`config.mk`:
```
export PLATFORM = sky130hd
export DESIGN_NAME = bcm_shift_driver
export DESIGN_NICKNAME = d
export VERILOG_FILES = /design/src/rtl/bcm_pkg.sv /design/src/rtl/bcm_plane_store.sv /design/src/rtl/bcm_period_timer.sv /design/src/rtl/bcm_serializer.sv /design/src/rtl/bcm_shift_driver.sv
export SDC_FILE = /design/constraint.sdc
export NUM_CORES = 2
export LEC_CHECK = 0
export BUFFER_PORTS_ARGS = -buffer_cell sky130_fd_sc_hd__buf_2
export CAP_MARGIN = 5
export CORE_MARGIN = 5
export CORE_UTILIZATION = 45
export DETAILED_ROUTE_END_ITERATION = 10
export HOLD_SLACK_MARGIN = 0.03
export PLACE_DENSITY_LB_ADDON = 0.25
export SYNTH_ARGS = -nofsm -noshare
export SYNTH_HDL_FRONTEND = slang
export SYNTH_SLANG_ARGS = --single-unit
```
`constraint.sdc`:
```
create_clock -name clk -period 3.22 [get_ports clk]
set_input_delay 0.322 -clock clk [delete_from_list [all_inputs] [get_ports clk]]
set_output_delay 0.322 -clock clk [all_outputs]
set_load 0.005 [all_outputs]
```
`src/rtl/bcm_pkg.sv`:
```
// Package: shared helpers for the bit-plane shift driver.
// Assumes: all arguments are small positive integers.
package bcm_pkg;

    // Period length in ticks for a given plane index.
    function automatic int period_ticks(int win, int dead, int base, int plane);
        return win + dead + (base << plane);
    endfunction

endpackage

```
`src/rtl/bcm_plane_store.sv`:
```
// Module: bcm_plane_store
// Holds the per-channel brightness values and regroups them into bit-plane
// words. An update pulse copies those words into a staging set. A frame-start
// swap moves the staging set into the displayed set, but only if a snapshot
// is pending.
// Assumes: swap_i is a single-cycle pulse at the rollover into plane 0.
module bcm_plane_store #(
    parameter int NCH = 32,
    parameter int NB  = 12,
    localparam int AW = $clog2(NCH),
    localparam int PW = $clog2(NB)
) (
    input  logic           clk,
    input  logic           rst_n,
    input  logic           wr_en,
    input  logic [AW-1:0]  wr_addr,
    input  logic [NB-1:0]  wr_data,
    input  logic           update,
    input  logic           swap_i,
    input  logic [PW-1:0]  plane_sel,
    output logic [NCH-1:0] plane_word
);

    logic [NB-1:0]           bright_q [NCH];
    logic [NB-1:0][NCH-1:0]  xpose;
    logic [NB-1:0][NCH-1:0]  stage_q;
    logic [NB-1:0][NCH-1:0]  act_q;
    logic                    pend_q;

    // Brightness buffer: store one channel per write.
    always_ff @(posedge clk) begin
        if (!rst_n) begin
            for (int c = 0; c < NCH; c++) bright_q[c] <= '0;
        end else if (wr_en) begin
            bright_q[wr_addr] <= wr_data;
        end
    end

    // Transpose: plane b, bit c is channel c, bit b.
    always_comb begin
        for (int b = 0; b < NB; b++)
            for (int c = 0; c < NCH; c++)
                xpose[b][c] = bright_q[c][b];
    end

    // Snapshot on update; displayed set swaps at frame start when pending.
    always_ff @(posedge clk) begin
        if (!rst_n) begin
            stage_q <= '0;
            act_q   <= '0;
            pend_q  <= 1'b0;
        end else begin
            if (update) stage_q <= xpose;
            if (swap_i && pend_q) act_q <= stage_q;
            pend_q <= update ? 1'b1 : ((swap_i && pend_q) ? 1'b0 : pend_q);
        end
    end

    // Read the word for the plane being shown.
    assign plane_word = act_q[plane_sel];

    a_r2_stage_hold: assert property (@(posedge clk) disable iff (!rst_n)
        !update |=> $stable(stage_q));

    a_r3_swap_at_frame: assert property (@(posedge clk) disable iff (!rst_n)
        !swap_i |=> $stable(act_q));

endmodule

```
`src/rtl/bcm_period_timer.sv`:
```
// Module: bcm_period_timer
// Counts the ticks of each plane period and steps through the planes. The
// next period's length is preloaded during the current period and is taken
// over at the rollover.
// Assumes: every period is longer than two ticks.
module bcm_period_timer #(
    parameter int NB   = 12,
    parameter int WIN  = 128,
    parameter int DEAD = 4,
    parameter int BASE = 4,
    localparam int LMAX = WIN + DEAD + (BASE << (NB - 1)),
    localparam int CW   = $clog2(LMAX + 1),
    localparam int PW   = $clog2(NB)
) (
    input  logic          clk,
    input  logic          rst_n,
    output logic [CW-1:0] cnt,
    output logic [PW-1:0] plane,
    output logic          frame_start
);

    logic [CW-1:0] cnt_q;
    logic [CW-1:0] len_q;
    logic [CW-1:0] nxt_q;
    logic [PW-1:0] plane_q;
    logic [PW-1:0] plane_n;
    logic          roll;

    function automatic logic [CW-1:0] len_of(logic [PW-1:0] p);
        return CW'(bcm_pkg::period_ticks(WIN, DEAD, BASE, int'(p)));
    endfunction

    // Next plane index with wrap.
    assign plane_n = (plane_q == PW'(NB - 1)) ? '0 : plane_q + PW'(1);
    assign roll    = (cnt_q == len_q - CW'(1));

    // Tick counter, plane index and preloaded length.
    always_ff @(posedge clk) begin
        if (!rst_n) begin
            cnt_q   <= '0;
            plane_q <= '0;
            len_q   <= len_of('0);
            nxt_q   <= len_of(PW'(1));
        end else begin
            if (roll) begin
                cnt_q   <= '0;
                plane_q <= plane_n;
                len_q   <= nxt_q;
            end else begin
                cnt_q <= cnt_q + CW'(1);
            end
            nxt_q <= len_of(plane_n);
        end
    end

    assign cnt         = cnt_q;
    assign plane       = plane_q;
    assign frame_start = roll && (plane_q == PW'(NB - 1));

    a_r4_wrap: assert property (@(posedge clk) disable iff (!rst_n)
        frame_start |=> plane_q == '0);

    a_r4_step: assert property (@(posedge clk) disable iff (!rst_n)
        (roll && plane_q != PW'(NB - 1)) |=> plane_q == $past(plane_q) + PW'(1));

    a_r5_len_matches: assert property (@(posedge clk) disable iff (!rst_n)
        len_q == len_of(plane_q));

    a_r5_cnt_bound: assert property (@(posedge clk) disable iff (!rst_n)
        cnt_q < len_q);

endmodule

```
`src/rtl/bcm_serializer.sv`:
```
// Module: bcm_serializer
// Decodes the period tick count into the serial clock, the data bit, the
// latch strobe and the active-low clear.
// Assumes: NCH and HALF are powers of two, and WIN >= DEAD + 2*NCH.
module bcm_serializer #(
    parameter int NCH  = 32,
    parameter int HALF = 16,
    parameter int WIN  = 128,
    parameter int DEAD = 4,
    parameter int CW   = 14,
    localparam int KW  = $clog2(NCH),
    localparam int HW  = $clog2(HALF)
) (
    input  logic           clk,
    input  logic           rst_n,
    input  logic [CW-1:0]  cnt,
    input  logic [NCH-1:0] word,
    output logic           sclk,
    output logic           sdo,
    output logic           strobe,
    output logic           clear_n
);

    localparam logic [CW-1:0] SH_BEG = CW'(DEAD);
    localparam logic [CW-1:0] SH_END = CW'(DEAD + 2 * NCH);
    localparam logic [CW-1:0] ST_BEG = CW'(WIN);
    localparam logic [CW-1:0] ST_END = CW'(WIN + DEAD);

    logic [CW-1:0] rel;
    logic [KW-1:0] k;
    logic [KW-1:0] bsel;
    logic          shifting;

    // Position inside the shift window.
    assign rel      = cnt - SH_BEG;
    assign k        = rel[KW:1];
    assign shifting = (cnt >= SH_BEG) && (cnt < SH_END);

    // Bit order: each half MSB first, halves from low to high.
    generate
        if (HALF == NCH) begin : g_one_half
            assign bsel = ~k;
        end else begin : g_halves
            assign bsel = {k[KW-1:HW], ~k[HW-1:0]};
        end
    endgenerate

    // Output decode.
    assign sclk    = shifting && rel[0];
    assign sdo     = shifting && word[bsel];
    assign strobe  = (cnt >= ST_BEG) && (cnt < ST_END);
    assign clear_n = (cnt >= SH_BEG);

    a_r7_sdo_steady: assert property (@(posedge clk) disable iff (!rst_n)
        sclk |-> $stable(sdo));

    a_r9_clear_quiet: assert property (@(posedge clk) disable iff (!rst_n)
        (sclk || strobe) |-> clear_n);

    a_r8_strobe_clear_of_shift: assert property (@(posedge clk) disable iff (!rst_n)
        strobe |-> !sclk);

    a_r10_reset_outputs: assert property (@(posedge clk)
        !rst_n |=> (!strobe && !sclk && !sdo && !clear_n));

endmodule

```
`src/rtl/bcm_shift_driver.sv`:
```
// Module: bcm_shift_driver (top)
// Bit-plane LED shift driver. Connects the plane store, the period timer and
// the serializer.
// Assumes: one clock cycle equals one timer tick.
module bcm_shift_driver #(
    parameter int NCH  = 32,
    parameter int NB   = 12,
    parameter int HALF = 16,
    parameter int WIN  = 128,
    parameter int DEAD = 4,
    parameter int BASE = 4,
    localparam int AW   = $clog2(NCH),
    localparam int PW   = $clog2(NB),
    localparam int LMAX = WIN + DEAD + (BASE << (NB - 1)),
    localparam int CW   = $clog2(LMAX + 1)
) (
    input  logic          clk,
    input  logic          rst_n,
    input  logic          wr_en,
    input  logic [AW-1:0] wr_addr,
    input  logic [NB-1:0] wr_data,
    input  logic          update,
    output logic          sclk,
    output logic          sdo,
    output logic          strobe,
    output logic          clear_n
);

    logic [CW-1:0]  cnt;
    logic [PW-1:0]  plane;
    logic           frame_start;
    logic [NCH-1:0] word;

    bcm_period_timer #(.NB(NB), .WIN(WIN), .DEAD(DEAD), .BASE(BASE)) u_timer (
        .clk(clk), .rst_n(rst_n), .cnt(cnt), .plane(plane), .frame_start(frame_start)
    );

    bcm_plane_store #(.NCH(NCH), .NB(NB)) u_store (
        .clk(clk), .rst_n(rst_n), .wr_en(wr_en), .wr_addr(wr_addr), .wr_data(wr_data),
        .update(update), .swap_i(frame_start), .plane_sel(plane), .plane_word(word)
    );

    bcm_serializer #(.NCH(NCH), .HALF(HALF), .WIN(WIN), .DEAD(DEAD), .CW(CW)) u_ser (
        .clk(clk), .rst_n(rst_n), .cnt(cnt), .word(word),
        .sclk(sclk), .sdo(sdo), .strobe(strobe), .clear_n(clear_n)
    );

endmodule

```
==> impl_results.md <==
- Async SR Flop Fraction: 0
- Syn_area_per_cell: 11.0 sq um
- Max Cap Viol: 0
- IO buf count: 24
- Post-synth EDFFs: 384
- Crit path max fanout: 8
- Largest area contributor in the netlist: dfxtp_1
- Crit-path cells: buf_12, buf_16, buf_16, buf_4, mux4_2, o211ai_1, o21ai_1, a221oi_1, a2111o_1, a21oi_4, buf_2
- Final wirelength: 122000 microns
- Slew HR: 0.199
- Starting Density: 0.453
- Placed Area: 50600 sq um
- Buf/Inv on CP: 5
- FF+latch count, synth: 1195
- Post-synth top flop: dfxtp_1
- CP arrival: 3470 ps
- Placement Rows: 120
- CP Capture Point: sdo
- DR DRC count: 0
- Endpoint class of the critical path: output port
- CTS tree: yes
- Post-layout nets: 4412
- Slowest CP cell: mux4_2
- Die X: 338 microns
- Placer Congestion: 0.775
- FF-to-FF path depth: 9
- Reg2reg end: u_store.act_q[331]
- Final core occ: 0.513
- Num CTS Buffers: 121
- DR vias: 31082
- Post-synthesis sequential area ratio: 0.572
- Worst hold slack: 159 ps
- Worst setup margin: -573 ps
- Worst path max stage delay: 510 ps
- Final instance area: 54900 sq um
- GRT Total Usage: 0.207
- Final hold violation count: 0
- Initial antenna violation count: 13
- Worst vdd ir: 0.516 mV
- Worst hold path type: input pin to flip-flop
- Clock latency on the worst-skew pair: 700 ps
- Worst slack at placement: -458 ps
- Share of cells above drive strength 1: 0.107
- Clock Path Buffers: 3
- Reg-to-reg slack, setup: 230 ps
- Die ar.: 115000 sq um
- Largest net degree at the start of global routing: 214
- Netlist cell types: 53
- CP Class: flip-flop to output port
- Per-cell routed wire length: 20.6 microns
- Synthesis Warnings: 0
- Area contributors post-synth: dfxtp_1 33%, edfxtp_1 24%, mux2i_1 9.1%, nand2_1 6.2%, a21boi_1 5.6%
- Max-slew violations: 0
- Status: finished, violations left
- Mapped Cells: 4397
- Achievable Freq: 264 MHz
- Crit path launch: u_timer.plane[0]
- Crit start category: flip-flop
- Clock sink count: 1195
- Most used cell, CP: buf_16
- Pwr Density: 567 nW/um^2
- TritonRoute pass-1 iters: 5
- Area delta synth->final: 13.1%
- Worst r2r src: u_timer.len_q[4]
- RSZ-0062 raised after global routing: yes
- DIE HEIGHT: 338 microns
- Failing checks: negative setup slack
- Period utilization: 1.18
- Total grt overflow: 0
- Synth top area share: 0.335
- First-pass GRT wire length: 186000 microns
- DP Wirelength: 70500 microns
- Initial DRC count: 2667
- Detail Route Antenna Nets: 0
- Pwr Total: 31.1 mW
- Fin Clk Skew: 19.6 ps
- Clock transition at the registers of the reported paths: 60 ps
- CTS H-Tree Depth: 3
- Core area: 107000 sq um
- CTS Root Cell: clkbuf_16
- Leak pwr: 20.0 nW
- Cell family with most CP delay: compound AO/OA/AOI/OAI gates
- Post-synth net total: 4430
- Ports: 25
- Vias per inst: 5.28
- Fillers: 9399
- Vias in the first global route: 30093
- Synthesized area: 48500 sq um
- Final Critical Period: 3790 ps
- Final setup violation count: 1
- Slew @ Worst Pin: 1190 ps
- Critical path required time: 2900 ps
- Crit path depth: 11
[through the flow]
| step | cells | setup TNS, ps |
|---|---|---|
| 3_5_place_dp | 5631 | -458 |
| 2_1_floorplan | 4397 | 0 |
| 4_1_cts | 5880 | -600 |
| 5_1_grt | 5887 | -683 |
| 6_report | 5892 | -573 |
| 3_3_place_gp | 5630 | -508 |
[per-layer routing]
| metal | GRT usage | wire length (microns) | up-vias |
|---|---|---|---|
| li1 | - | - | 14830 |
| met4 | 0.0533 | 2390 | 0 |
| met2 | 0.324 | 55400 | 710 |
| met5 | 0 | 0 | - |
| met3 | 0.0313 | 7010 | 152 |
| met1 | 0.303 | 56900 | 15390 |
[cells by family after synthesis]
family | after synthesis | synth area share
flip-flops | 1195 | 0.572
adder cells (fa/ha/maj) | 12 | 0.00309
AO/OA/AOI/OAI | 523 | 0.0780
XOR/XNOR | 28 | 0.00505
AND/OR/NAND/NOR | 1752 | 0.181
buffers and inverters | 356 | 0.0313
multiplexers | 531 | 0.130
[what timing repair did]
item / in CTS / in global routing
gates resized for setup: 44 / 9
pin swaps: 13 / 10
endpoints found under the hold margin: 43 / 0
hold buffers: 1 / 0
gates cloned: 5 / 0
endpoints found under the setup margin: 2 / 2
setup buffers: 18 / 7
[registers in the layout, summed over array words and instances, names as in the netlist]
register / flops
u_timer.cnt: 14
u_store.act_q: 384
u_timer.plane: 4
u_store.pend_q: 1
u_store.stage_q: 384
u_store.bright_q: 384
u_timer.nxt_q: 12
u_timer.len_q: 12
[worst min path at each step]
| stage | from | slack (ps) | cells past startpoint | endpoint |
|---|---|---|---|---|
| floorplan | u_timer.nxt_q[3] | 420 | 2 | u_timer.len_q[3] |
| global route | update | 170 | 3 | u_store.stage_q[210] |
| global placement | u_timer.nxt_q[3] | 420 | 2 | u_timer.len_q[3] |
| CTS | update | 140 | 3 | u_store.stage_q[50] |
| detailed placement | u_timer.nxt_q[7] | 430 | 2 | u_timer.len_q[7] |
| finish | update | 160 | 3 | u_store.stage_q[242] |
[area by class of cell]
| class | instances | area (sq um) | area share |
|---|---|---|---|
| timing repair buffer | 204 | 2180 | 0.0397 |
| inverter | 11 | 41.3 | 0.000752 |
| sequential | 1195 | 27800 | 0.506 |
| clock buffer | 190 | 3470 | 0.0632 |
| clock inverter | 37 | 238 | 0.00433 |
| multi-input combinational | 2846 | 19400 | 0.354 |
| tap | 1403 | 1760 | 0.0320 |
| antenna | 6 | 15.0 | 0.000274 |
[cell usage after synthesis (all sizes together), types with 3 or more instances]
cell / count
dfxtp: 811
nand2: 807
mux2i: 441
nor2b: 404
and2: 395
a21boi: 386
edfxtp: 384
clkbuf: 250
buf: 95
mux4: 77
nor2: 71
o21ai: 48
a21oi: 18
nand3: 15
nand4: 15
xnor2: 14
xor2: 14
mux2: 13
ha: 12
nor3: 12
a22oi: 11
inv: 11
and3: 9
o211ai: 8
o31ai: 7
a221oi: 6
a311oi: 6
o22ai: 6
a2111oi: 5
a211oi: 5
a31oi: 5
nand2b: 4
nand3b: 4
nor4: 4
and4: 3
o21a: 3
or3: 3
[tightest hold or removal path, delay by kind of cell]
kind                   cells  cell delay (ps)
AND/OR/NAND/NOR            1               90
buffers and inverters      1              220
multiplexers               1              170
[placed cells by master, fill, tap and decap left out, types with 8 or more instances in the layout]
| master | n |
|---|---|
| mux2_2 | 13 |
| clkbuf_1 | 54 |
| a21boi_1 | 361 |
| a22oi_1 | 10 |
| nand4_1 | 15 |
| dfxtp_1 | 808 |
| mux4_2 | 77 |
| and2_1 | 395 |
| buf_12 | 39 |
| ha_1 | 11 |
| xor2_1 | 13 |
| o21ai_0 | 13 |
| buf_2 | 22 |
| and3_1 | 9 |
| buf_4 | 126 |
| nor3_1 | 12 |
| nand3_1 | 15 |
| xnor2_1 | 13 |
| mux2i_1 | 438 |
| nand2_1 | 807 |
| nor2b_1 | 402 |
| a21oi_1 | 16 |
| clkinv_2 | 15 |
| clkinv_1 | 16 |
| nor2_1 | 71 |
| edfxtp_1 | 384 |
| clkbuf_8 | 12 |
| o211ai_1 | 8 |
| o21ai_1 | 32 |
| inv_1 | 11 |
| clkbuf_16 | 124 |
| a21boi_0 | 25 |
[where the power goes]
group          total [mW]  switching, mW  internal, mW
logic                1.53          0.922         0.612
registers            16.3          0.240          16.1
clock network        13.3           5.77          7.51
total                31.1           6.94          24.2
Note: power is estimated with default switching activity, not from simulation.
